## config.mk

```make
export PLATFORM = sky130hd
export DESIGN_NAME = seg_frame_reg
export DESIGN_NICKNAME = d
export VERILOG_FILES = /design/src/rtl/seg_frame_reg_pkg.sv /design/src/rtl/seg_frame_reg_ctrl.sv /design/src/rtl/seg_frame_reg_data.sv /design/src/rtl/seg_frame_reg.sv
export SDC_FILE = /design/constraint.sdc
export NUM_CORES = 1
export LEC_CHECK = 0
export CORE_ASPECT_RATIO = 1.1
export CORE_MARGIN = 4
export CORE_UTILIZATION = 50
export DETAILED_ROUTE_END_ITERATION = 8
export PLACE_DENSITY = 0.73
export SLEW_MARGIN = 20
export SYNTH_ARGS = -nofsm -noshare
export SYNTH_HDL_FRONTEND = slang
export SYNTH_SLANG_ARGS = --single-unit
export TNS_END_PERCENT = 10
```

## constraint.sdc

```tcl
create_clock -name clk -period 23 [get_ports clk]
set_input_delay 2.3 -clock clk [delete_from_list [all_inputs] [get_ports clk]]
set_output_delay 2.3 -clock clk [all_outputs]
set_load 0.01 [all_outputs]
```

## src/rtl/seg_frame_reg_pkg.sv

```systemverilog
package seg_frame_reg_pkg;
  // Events from the control to the datapath, plus the sampled data bit.
  typedef struct packed {
    logic shift;   // rising shift-clock edge seen
    logic outCap;  // falling shift-clock edge seen
    logic load;    // active load strobe edge seen
    logic bitIn;   // serial data sampled with the shift clock
  } strobe_t;
endpackage

```

## src/rtl/seg_frame_reg_ctrl.sv

```systemverilog
module seg_frame_reg_ctrl
  import seg_frame_reg_pkg::*;
#(
  parameter int SYNC_STAGES = 2
) (
  input  logic    clk,
  input  logic    rst,
  input  logic    shClkIn,
  input  logic    serIn,
  input  logic    ldPosIn,
  input  logic    ldNegIn,
  output strobe_t strb
);
  localparam int NUM_IN = 4;
  localparam int WARM   = SYNC_STAGES + 1;
  localparam int CW     = $clog2(WARM + 1);

  logic [NUM_IN-1:0] rawIn;
  logic [NUM_IN-1:0] syncQ [SYNC_STAGES];
  logic [NUM_IN-1:0] prevQ;
  logic [NUM_IN-1:0] cur;
  logic [CW-1:0]     warmCnt;
  logic              armed;

  assign rawIn = {serIn, ldNegIn, ldPosIn, shClkIn};

  // Synchroniser chain, one stage per generate step.
  genvar g;
  generate
    for (g = 0; g < SYNC_STAGES; g++) begin : g_sync
      if (g == 0) begin : g_first
        always_ff @(posedge clk or posedge rst) begin
          if (rst) syncQ[0] <= '0;
          else     syncQ[0] <= rawIn;
        end
      end else begin : g_next
        always_ff @(posedge clk or posedge rst) begin
          if (rst) syncQ[g] <= '0;
          else     syncQ[g] <= syncQ[g-1];
        end
      end
    end
  endgenerate

  assign cur = syncQ[SYNC_STAGES-1];

  // Edge history and warm-up: edges count only once the history holds real input.
  always_ff @(posedge clk or posedge rst) begin
    if (rst) begin
      prevQ   <= '0;
      warmCnt <= '0;
    end else begin
      prevQ <= cur;
      if (!armed) warmCnt <= warmCnt + CW'(1);
    end
  end

  assign armed = (warmCnt == CW'(WARM));

  always_comb begin
    strb.shift  = armed & cur[0] & ~prevQ[0];
    strb.outCap = armed & ~cur[0] & prevQ[0];
    strb.load   = armed & ((cur[1] & ~prevQ[1]) | (~cur[2] & prevQ[2]));
    strb.bitIn  = cur[3];
  end
endmodule

```

## src/rtl/seg_frame_reg_data.sv

```systemverilog
module seg_frame_reg_data
  import seg_frame_reg_pkg::*;
#(
  parameter int PAIRS = 140
) (
  input  logic               clk,
  input  logic               rst,
  input  logic               dirSel,
  input  strobe_t            strb,
  output logic [2*PAIRS-1:0] frameOut,
  output logic               serOut
);
  localparam int W = 2 * PAIRS;

  logic [W-1:0] chainQ;
  logic         exitBit;

  always_ff @(posedge clk or posedge rst) begin
    if (rst) begin
      chainQ <= '0;
    end else if (strb.shift) begin
      if (dirSel) chainQ <= {chainQ[W-2:0], strb.bitIn};
      else        chainQ <= {strb.bitIn, chainQ[W-1:1]};
    end
  end

  assign exitBit = dirSel ? chainQ[W-1] : chainQ[0];

  always_ff @(posedge clk or posedge rst) begin
    if (rst) begin
      serOut   <= 1'b0;
      frameOut <= '0;
    end else begin
      if (strb.outCap) serOut   <= exitBit;
      if (strb.load)   frameOut <= chainQ;
    end
  end
endmodule

```

## src/rtl/seg_frame_reg.sv

```systemverilog
module seg_frame_reg
  import seg_frame_reg_pkg::*;
#(
  parameter int PAIRS       = 140,
  parameter int SYNC_STAGES = 2
) (
  input  logic               clk,
  input  logic               rst,
  input  logic               dirSel,
  input  logic               shClkIn,
  input  logic               serIn,
  input  logic               ldPosIn,
  input  logic               ldNegIn,
  output logic [2*PAIRS-1:0] frameOut,
  output logic               serOut,
  output logic               shClkOut,
  output logic               ldPosOut,
  output logic               ldNegOut
);
  localparam int W = 2 * PAIRS;

  strobe_t strb;

  seg_frame_reg_ctrl #(.SYNC_STAGES(SYNC_STAGES)) ctrl_i (
    .clk     (clk),
    .rst     (rst),
    .shClkIn (shClkIn),
    .serIn   (serIn),
    .ldPosIn (ldPosIn),
    .ldNegIn (ldNegIn),
    .strb    (strb)
  );

  seg_frame_reg_data #(.PAIRS(PAIRS)) data_i (
    .clk      (clk),
    .rst      (rst),
    .dirSel   (dirSel),
    .strb     (strb),
    .frameOut (frameOut),
    .serOut   (serOut)
  );

  // Cascade forwarding, unregistered.
  assign shClkOut = shClkIn;
  assign ldPosOut = ldPosIn;
  assign ldNegOut = ldNegIn;
endmodule

```

=== Word-level counts from Yosys, hierarchy flattened ===
Index checks and enable logic that the tools add are counted.

* Add/subtract/negate cells: 1
* Multipliers: 0
* Div/mod/pow operators: 0
* $lt $le $gt $ge: 0
* Equality and inequality tests: 1
* Shifts and indexed selects: 0
* Mux-type cells: 2
* Bitwise gates (word level): 12
* Reductions and logical operators: 0

{| class="wikitable"
|+ Operators by type and width
! operator !! count
|-
| $mux W280 || 1
|-
| $and A1 B1 Y1 || 7
|-
| $not A1 Y1 || 4
|-
| $add A2 B1 Y2 const B || 1
|-
| $eq A2 B2 Y1 const B || 1
|-
| $mux W1 || 1
|-
| $or A1 B1 Y1 || 1
|}

* Register bits: 574
* Latch bits: 0
* Bits in writable memories: 0
* ROM bits: 0
* Output and inout port bits: 284
* Word-level logic and storage cells: 23
* Memories: 0

=== Depth between registers and ports, before layout ===
Gate-level depths: netlist (run 1).

* Depth in word-level cells: 4
* Gate-level depth with buffers: 8
* Gate-level depth less buffers: 4

=== Modules after synthesis ===
Synthesis (run 1) repeated with hierarchy kept, for this count alone.

* Cells, all modules: 1836
* Area, all modules: 23478.8 um^2

{| class="wikitable"
|+ Modules (own cells, without submodules)
! module !! times used !! cells an instance !! area each (um^2) !! seq. area each (um^2)
|-
| seg_frame_reg_data || 1 || 1809 || 23047.1 || 14038.5
|-
| seg_frame_reg_ctrl || 1 || 24 || 409.1 || 325.3
|-
| seg_frame_reg || 1 || 3 || 22.5 || 0.0
|}

=== Worst setup path before layout (run 1) ===
No wires, ideal clock.

* Kind: input to output
* From: in ldNegIn
* To: out ldNegOut
* Data arrival time: 2419 ps
* Path slack: 18281 ps
* Stages on the path: 1
* Path buffers: 1
* Path through: buf_4

{| class="wikitable"
|+ RTL lines
! element !! RTL line !! source
|-
| start, declared || seg_frame_reg.sv:13 || <nowiki>input logic ldNegIn,</nowiki>
|-
| end, declared || seg_frame_reg.sv:18 || <nowiki>output logic ldNegOut</nowiki>
|}

No word-level cell between the ends.

=== Worst setup path in the final report (run 1) ===
* From: in shClkIn
* To: out shClkOut

{| class="wikitable"
|+ RTL lines
! element !! RTL line !! source
|-
| start, declared || seg_frame_reg.sv:10 || <nowiki>input logic shClkIn,</nowiki>
|-
| end, declared || seg_frame_reg.sv:16 || <nowiki>output logic shClkOut,</nowiki>
|}

No word-level cell between the ends.

==> summary.md, run 1 <==
| Metric | Value |
|---|---|
| DP Wirelength | 31250 microns |
| RSZ-0062 raised after global routing | no |
| Final nets | 2080 |
| Worst-case vdd ir drop | 0.08343 mV |
| Port Buffers | 290 |
| Crit path max fanout | 2 |
| Per-cell routed wire length | 17.99 microns |
| Via count | 14360 |
| Yosys warning count | 0 |
| Internal power | 2.440 mW |
| Clock power share | 29.4% |
| Run status | finished, final reports clean |
| Worst path most repeated cell | clkdlybuf4s50_1 |
| Highest Clock Rate | 177.3 MHz |
| Die height | 239.8 microns |
| # hold bufs at CTS | 0 |
| Drt drc | 0 |
| Pre-Repair DR Iteration Count | 5 |
| Diode count | 0 |
| Post_cts resized | 0 |
| Clk Latency, worst-skew pair | 0.60 ns |
| Max-Slew Margin vs Limit | 19.44% |
| P&R area growth vs syn | 21.07% |
| Util after Layout | 61.59% |
| Critical path endpoint category | output pin |
| Fin cells | 2763 |
| CP Launch Type | input pin |
| Setup Skew | 0.01700 ns |
| Worst hold slack | 0.3726 ns |
| Yosys cell types | 17 |
| Crit path max-delay cell type | clkdlybuf4s50_1 |
| Sink Count | 574 |
| CTS clk-pin slew, worst paths | 0.06 ns |
| Bufs and invs on worst path | 2 |
| Worst-Margin Slew | 1.208 ns |
| Critical Path Start | shClkIn |
| Mapped Nets | 1841 |
| WP data required | 20.70 ns |
| Reg2reg start | ctrl_i.warmCnt[0] |
| Share of cells above drive strength 1 | 18.84% |
| Die Footprint | 52470 sq um |
| Antenna viol nets, final | 0 |
| Final setup viols | 0 |
| Final Max Tran Viols | 0 |
| DRT iter0 DRCs | 1019 |
| Placed Cells | 2657 |
| Synth Register Bits | 574 |
| CP max stage delay | 0.55 ns |
| Netlist Area Pre-Place | 24430 sq um |
| Final hold vios | 0 |
| CTS tree | built |
| FP Rows | 84 |
| NetSw | 0.9781 mW |
| Overflow after GRT | 0 |
| Vias in the first global route | 14940 |
| Die Wd | 218.8 microns |
| Critical Path AT | 3.34 ns |
| Max_cap viols | 0 |
| Sequential power share | 45.1% |
| Delay-heaviest family, CP | buffers and inverters |
| Fin crit share | 24.53% |
| Leak pwr | 14.09 nW |
| Post-CTS setup buffer count | 0 |
| Global-route wire length before repair | 81970 microns |
| Root buffer cell | clkbuf_16 |
| H-tree depth | 2 |
| Gr usage total | 18.97% |
| Most frequent cells in the layout | dfrtp_1 (574), clkdlybuf4s50_1 (289), mux2i_1 (281), nand2_1 (281), mux2_4 (200) |
| Comb pwr share | 25.5% |
| Total power | 3.418 mW |
| Synth top area cells | dfrtp_1 (59%), mux2_4 (12%), mux2i_1 (12%), nand2_1 (4.3%), mux2_2 (3.7%) |
| Type of the tightest min-delay check | flip-flop to flip-flop |
| Register area share after synthesis | 58.79% |
| Switching part of the total | 28.62% |
| Largest net degree at the start of global routing | 271 |
| Initial antenna violation count | 0 |
| Critical path type | input pin to output pin |
| Initial Utilization | 50.87% |
| Worst path cell trace | clkdlybuf4s50_1 > clkdlybuf4s50_1 |
| Synth Instances | 1833 |
| # fillers | 3648 |
| # IOs | 291 |
| Num CTS Buffers | 57 |
| Gpl congestion | 0.7522 |
| Syn Area/Cell | 13.33 sq um |
| Tmin final | 5.641 ns |
| Area leader, netlist | dfrtp_1 |
| Beginning of the worst hold path | ctrl_i.syncQ[7] |
| Sum Neg Setup Slack | 0 ns |
| Post-Route WL | 49720 microns |
| Most common cell after layout, fill and taps aside | dfrtp_1 |
| DR vias/cell | 5.198 |
| Synth top area share | 58.79% |
| Core area | 48030 sq um |
| Clock buffer depth | 3 |
| Pwr dens | 115.5 nW/um^2 |
==> final cells by class <==
class | count | area (sq um) | area share (%)
clock inverter | 28 | 405.4 | 1.370
tap | 645 | 807.0 | 2.728
timing repair buffer | 307 | 3085 | 10.43
multi-input combinational | 1131 | 9254 | 31.28
clock buffer | 77 | 1654 | 5.592
sequential | 574 | 14360 | 48.56
inverter | 1 | 11.26 | 0.03807
==> flip-flops by register name, summed over array words and instances (netlist names) <==
| register | flops |
|---|---|
| ctrl_i.cur | 4 |
| ctrl_i.prevQ | 3 |
| ctrl_i.syncQ | 4 |
| ctrl_i.warmCnt | 2 |
| data_i.chainQ | 280 |
| data_i.frameOut | 280 |
| data_i.serOut | 1 |
==> metrics by stage <==
step | worst slack [ns] | area [sq um]
finish | 17.36 | 29580
global route | 17.22 | 29580
CTS | 17.36 | 29560
detailed placement | 16.70 | 27500
global placement | 16.81 | 27500
floorplan | 4.642 | 24430
==> path summary, 6_finish.rpt <==
check | end | cells past startpoint | slack [ns]
min in group asynchronous | data_i.chainQ[213] | 2 | 2.31
setup / recovery | shClkOut | 2 | 17.36
hold / removal | ctrl_i.cur[3] | 0 | 0.37
setup reg to reg | data_i.frameOut[154] | 6 | 19.11
max in group asynchronous | data_i.chainQ[81] | 6 | 17.77
hold reg to reg | ctrl_i.cur[3] | 0 | 0.37
==> cell usage after synthesis, drive strengths merged <==
cell type / count
dfrtp: 574
nand2: 281
nand3b: 2
o21ai: 282
mux2: 281
nor2b: 2
inv: 1
xnor2: 1
buf: 99
ha: 1
mux2i: 281
clkbuf: 28
==> per-layer routing <==
metal	GRT usage, %	wire [microns]
met2	29.92	23410
met5	0	0
met3	4.821	2697
met1	25.92	22010
met4	6.436	1602
==> power groups by stage <==
stage	Clock, mW	Combinational [mW]	Sequential, mW
floorplan	0	0.424	1.55
global placement	0	0.857	1.55
detailed placement	0	0.880	1.56
CTS	1.03	0.887	1.54
global route	1.07	0.948	1.58
finish	1.01	0.873	1.54
==> cell families after synthesis <==
family	synth area share (%)
AOI/OAI and AO/OA	5.777
xor gates and xnor gates	0.03585
adders and majority gates	0.05120
buffers and inverters	3.380
DFF	58.79
muxes	27.54
and+or+nand+nor	4.430
Power figures use the tool's default switching activity.
==> run 2: changes to the inputs <==
--- a/config.mk
+++ b/config.mk
@@ -9,7 +9,7 @@
 export CORE_MARGIN = 4
 export CORE_UTILIZATION = 50
 export DETAILED_ROUTE_END_ITERATION = 8
-export PLACE_DENSITY = 0.73
+export PLACE_DENSITY = 0.76
 export SLEW_MARGIN = 20
 export SYNTH_ARGS = -nofsm -noshare
 export SYNTH_HDL_FRONTEND = slang
==> constraint.sdc (replaced) <==
create_clock -name clk -period 5.05 [get_ports clk]
set_input_delay 0.505 -clock clk [delete_from_list [all_inputs] [get_ports clk]]
set_output_delay 0.505 -clock clk [all_outputs]
set_load 0.01 [all_outputs]
==> run 2 against run 1 <==
  * Wire length decreased by 0.71%
  * Clock power increased to 4.3 times the previous value
  * Flip-flop and latch count stayed put
  * Final cell count about the same
  * Clock skew decreased by 0.0042 ns
  * Combinational power rose to 4.5 times the previous value
  * Non-clock buffer count is 1 higher
  * Hold slack got worse by 0.024 ns
  * Clock-buffer cell count increased by 3
  * Setup slack lost 15 ns
  * Global-route usage decreased by 0.24 points
==> summary.md, run 2 (synthesized netlist as in run 1, its figures left out) <==
| Metric | Value |
|---|---|
| Fin worst setup slack | 2.667 ns |
| Util after Layout | 61.56% |
| Share of cells above drive strength 1 | 18.56% |
| Largest net degree at the start of global routing | 213 |
| Antenna viol nets, final | 0 |
| Overflow after GRT | 0 |
| Clock buffer depth | 3 |
| CTS clk-pin slew, worst paths | 0.06 ns |
| FP Rows | 84 |
| Drt drc | 0 |
| Max-Slew Margin vs Limit | 16.53% |
| Sum Neg Setup Slack | 0 ns |
| Port Buffers | 290 |
| Most common cell after layout, fill and taps aside | dfrtp_1 |
| Final setup viols | 0 |
| Pwr dens | 520.4 nW/um^2 |
| Crit path max fanout | 186 |
| Most frequent cells in the layout | dfrtp_1 (574), clkdlybuf4s50_1 (289), mux2i_1 (281), nand2_1 (281), mux2_4 (200) |
| Leak pwr | 14.06 nW |
| Design area | 29570 sq um |
| Highest Clock Rate | 419.7 MHz |
| WP data required | 5.47 ns |
| Post-Route WL | 49360 microns |
| DR vias/cell | 5.242 |
| Area after DPL | 27610 sq um |
| Final nets | 2080 |
| Initial Utilization | 50.87% |
| Initial antenna violation count | 0 |
| Per-cell routed wire length | 17.87 microns |
| RSZ-0062 raised after global routing | no |
| Die Footprint | 52470 sq um |
| Die Wd | 218.8 microns |
| DRT iter0 DRCs | 940 |
| Type of the tightest min-delay check | flip-flop to flip-flop |
| Critical Path AT | 2.80 ns |
| Setup Skew | 0.01282 ns |
| Gpl congestion | 0.7607 |
| Diode count | 0 |
| Critical path endpoint category | flip-flop |
| Post-CTS setup buffer count | 0 |
| Via count | 14480 |
| Core area | 48030 sq um |
| Num CTS Buffers | 56 |
| Global-route wire length before repair | 80870 microns |
| Pre-Repair DR Iteration Count | 5 |
| Worst-case vdd ir drop | 0.2928 mV |
| # IOs | 291 |
| Gr usage total | 18.74% |
| Final Max Tran Viols | 0 |
| Post-place setup slack | 2.588 ns |
| Final hold vios | 0 |
| CTS tree | built |
| Tmin final | 2.383 ns |
| Run status | finished, final reports clean |
| Worst hold slack | 0.3482 ns |
| Vias in the first global route | 14580 |
| Root buffer cell | clkbuf_16 |
| P&R area growth vs syn | 21.03% |
| Sink Count | 574 |
| Clk Latency, worst-skew pair | 0.58 ns |
| DP Wirelength | 31180 microns |
| Fin crit share | 47.18% |
| Largest regs | data_i.chainQ (280), data_i.frameOut (280) |
| Critical path type | flip-flop to flip-flop |
| Post_cts resized | 0 |
| Max_cap viols | 0 |
| # hold bufs at CTS | 0 |
| H-tree depth | 2 |
| Die height | 239.8 microns |
| CP Launch Type | flip-flop |
| Worst-Margin Slew | 1.252 ns |
-- run 2: changes by cell type in the layout (fill, tap and decap cells not counted), sizes merged --
cell      before  now
buf           18   19
clkbuf        77   80
bufinv        10    8
clkinvlp       3    4
clkinv        14   10
-- run 2: power by group --
| group | total, mW | internal (mW) | leakage, nW | switching [mW] |
|---|---|---|---|---|
| logic | 3.97 | 2.45 | 5.60 | 1.52 |
| registers | 7.03 | 5.87 | 7.50 | 1.16 |
| clock network | 4.39 | 2.64 | 0.958 | 1.75 |
| total | 15.4 | 11.0 | 14.1 | 4.43 |
-- run 2: layer usage --
metal,share of wire [%],track usage (%),vias up,wire [microns]
met4,2.7,6.110,0,1329
li1,-,-,6843,-
met5,0,0,-,0
met3,4.4,3.337,73,2170
met2,48,30.02,271,23920
met1,44,26.24,7291,21940
-- run 2: final timing paths --
path / from / slack, ns / end / cells after the start
max: ctrl_i.warmCnt[0] / 2.67 / data_i.chainQ[241] / 5
min: ctrl_i.syncQ[5] / 0.35 / ctrl_i.cur[1] / 0
max reg2reg: ctrl_i.warmCnt[0] / 2.67 / data_i.chainQ[241] / 5
min reg2reg: ctrl_i.syncQ[5] / 0.35 / ctrl_i.cur[1] / 0
max in group asynchronous: rst / 3.49 / data_i.chainQ[11] / 3
min in group asynchronous: rst / 0.45 / data_i.frameOut[210] / 2
-- run 2: cell type report --
| class | instances | area (sq um) |
|---|---|---|
| flip-flops and latches | 574 | 14360 |
| clock buffers | 80 | 1623 |
| inverters | 1 | 7.507 |
| multi-input cells | 1131 | 9254 |
| fillers | 3619 | 18460 |
| well taps | 645 | 807.0 |
| repair buffers | 308 | 3181 |
| clock inverters | 23 | 334.1 |
-- run 2: stage by stage --
| step | instances | total power [mW] |
|---|---|---|
| global route | 2762 | 16.22 |
| detailed placement | 2659 | 11.10 |
| finish | 2762 | 15.39 |
| floorplan | 1833 | 8.977 |
| CTS | 2762 | 15.58 |
| global placement | 2659 | 10.95 |
-- run 2: worst max-delay path, stage by stage (launching register included) --
cell	delay, ns
dfrtp_1	0.39
ha_1	0.29
nand3b_1	0.24
buf_12	0.43
buf_12	0.50
o21ai_0	0.20
==> run 3: changes to the inputs <==
==> constraint.sdc (replaced) <==
create_clock -name clk -period 2.06 [get_ports clk]
set_input_delay 0.206 -clock clk [delete_from_list [all_inputs] [get_ports clk]]
set_output_delay 0.206 -clock clk [all_outputs]
set_load 0.01 [all_outputs]
==> run 3 against run 2 <==
  * Flip-flop and latch count stayed put
  * Utilization is 1.3 points higher
  * Design area is 2.1% higher
  * Power is 140% higher
  * Sequential power is 140% higher
  * Clock skew is 0.0071 ns higher
  * Clock power is 140% higher
  * Critical path depth stayed put
==> summary.md, run 3 (synthesized netlist as in run 1, its figures left out) <==
| Metric | Value |
|---|---|
| Multi-input combinational cell area | 9254 sq um |
| Bufs and invs on worst path | 2 |
| Crit path max fanout | 72 |
| CP max stage delay | 0.39 ns |
| # IOs | 291 |
| Comb pwr share | 26.4% |
| Per-cell routed wire length | 17.94 microns |
| FP Rows | 84 |
| Clock buffer depth | 3 |
| # hold bufs at CTS | 0 |
| CP Launch Type | flip-flop |
| Fin worst setup slack | 0.2207 ns |
| Area after DPL | 28270 sq um |
| Global-route wire length before repair | 83160 microns |
| Sink Count | 574 |
| Design area | 30180 sq um |
| Post-CTS setup buffer count | 0 |
| Worst-case vdd ir drop | 0.7814 mV |
| Critical Path AT | 2.29 ns |
| P&R area growth vs syn | 23.53% |
| Initial Utilization | 50.87% |
| Sequential power share | 45.9% |
| RSZ-0062 raised after global routing | no |
| Tmin final | 1.839 ns |
| Clk Latency, worst-skew pair | 0.60 ns |
| Final setup viols | 0 |
| Critical path endpoint category | flip-flop |
| Largest net degree at the start of global routing | 95 |
| # fillers | 3571 |
| Initial antenna violation count | 0 |
| Post-place setup slack | 0.2407 ns |
| Total power | 37.54 mW |
| Worst path cell trace | ha_1 > nand3b_1 > buf_12 > buf_12 > o21ai_0 |
| Die Wd | 218.8 microns |
| Gpl congestion | 0.8059 |
| Sum Neg Setup Slack | 0 ns |
| Die Footprint | 52470 sq um |
| Max_cap viols | 0 |
| Highest Clock Rate | 543.7 MHz |
| Most common cell after layout, fill and taps aside | dfrtp_1 |
| Internal power | 26.61 mW |
| Clock power share | 27.7% |
| Most frequent cells in the layout | dfrtp_1 (574), clkdlybuf4s50_1 (289), mux2i_1 (281), nand2_1 (281), mux2_4 (200) |
| Core area | 48030 sq um |
| Worst-Margin Slew | 0.5058 ns |
| Reg area | 14360 sq um |
| H-tree depth | 2 |
| Final nets | 2129 |
| CTS clk-pin slew, worst paths | 0.06 ns |
| Worst path most repeated cell | buf_12 |
| Diode count | 0 |
| Via count | 14630 |
| Final Max Tran Viols | 0 |
| Fin cells | 2810 |
| WP data required | 2.51 ns |
| Overflow after GRT | 0 |
| Pre-Repair DR Iteration Count | 5 |
| Type of the tightest min-delay check | input pin to flip-flop |
| Antenna viol nets, final | 0 |
| Placed Cells | 2707 |
| CTS tree | built |
| Critical path type | flip-flop to flip-flop |
| Share of cells above drive strength 1 | 20.60% |
| Crit path max-delay cell type | dfrtp_1 |
| Max-Slew Margin vs Limit | 66.28% |
| Largest regs | data_i.chainQ (280), data_i.frameOut (280) |
| Pwr dens | 1244 nW/um^2 |
| Setup Skew | 0.01994 ns |
| Fin crit share | 89.29% |
| Root buffer cell | clkbuf_16 |
| DRT iter0 DRCs | 893 |
| Leak pwr | 14.40 nW |
| DP Wirelength | 34310 microns |
| Final hold vios | 0 |
| DR vias/cell | 5.207 |
| Port Buffers | 290 |
| Switching part of the total | 29.12% |
| Post_cts resized | 0 |
| NetSw | 10.93 mW |
| Num CTS Buffers | 57 |
| Vias in the first global route | 15180 |
| Die height | 239.8 microns |
| Drt drc | 0 |
| Delay-heaviest family, CP | buffers and inverters |
| Post-Route WL | 50420 microns |
| Gr usage total | 19.32% |
| Run status | finished, final reports clean |
## run 3: worst paths after layout
kind	startpoint	end	slack, ns	depth (start not counted)
max	ctrl_i.warmCnt[0]	data_i.chainQ[85]	0.22	5
min	serIn	ctrl_i.syncQ[7]	0.06	1
max reg2reg	ctrl_i.warmCnt[0]	data_i.chainQ[85]	0.22	5
min reg2reg	ctrl_i.syncQ[6]	ctrl_i.cur[2]	0.35	0
max in group asynchronous	rst	data_i.chainQ[238]	1.25	4
min in group asynchronous	rst	data_i.frameOut[261]	0.19	3
## run 3: metrics by stage
step                      hold WS (ns)  util [%]
after floorplan                 0.2374         -
after global placement          0.3371     58.86
after detailed placement        0.3381     58.86
after CTS                      0.01740     62.83
after global routing           0.04235     62.83
final                          0.06095     62.83
## run 3: per-layer routing
layer / global-route usage, % / wire, microns
met4: 6.340 / 1420
met5: 0 / 0
met2: 31.80 / 24660
met1: 26.27 / 22240
met3: 3.464 / 2104
## run 3: layout make-up
type                            count  area share (%)
Clock buffer                       81           5.626
Sequential cell                   574           47.59
Tap cell                          645           2.674
Clock inverter                     22          0.6923
Timing Repair Buffer              356           12.73
Multi-Input combinational cell   1131           30.66
Inverter                            1         0.02487
## run 3: power by group through the flow
| stage | sequential [mW] | combinational, mW | clock, mW |
|---|---|---|---|
| floorplan | 17.3 | 4.73 | 0 |
| global placement | 17.3 | 9.68 | 0 |
| detailed placement | 17.4 | 10.0 | 0 |
| CTS | 17.3 | 10.1 | 10.6 |
| global route | 17.7 | 10.7 | 11.1 |
| finish | 17.2 | 9.90 | 10.4 |
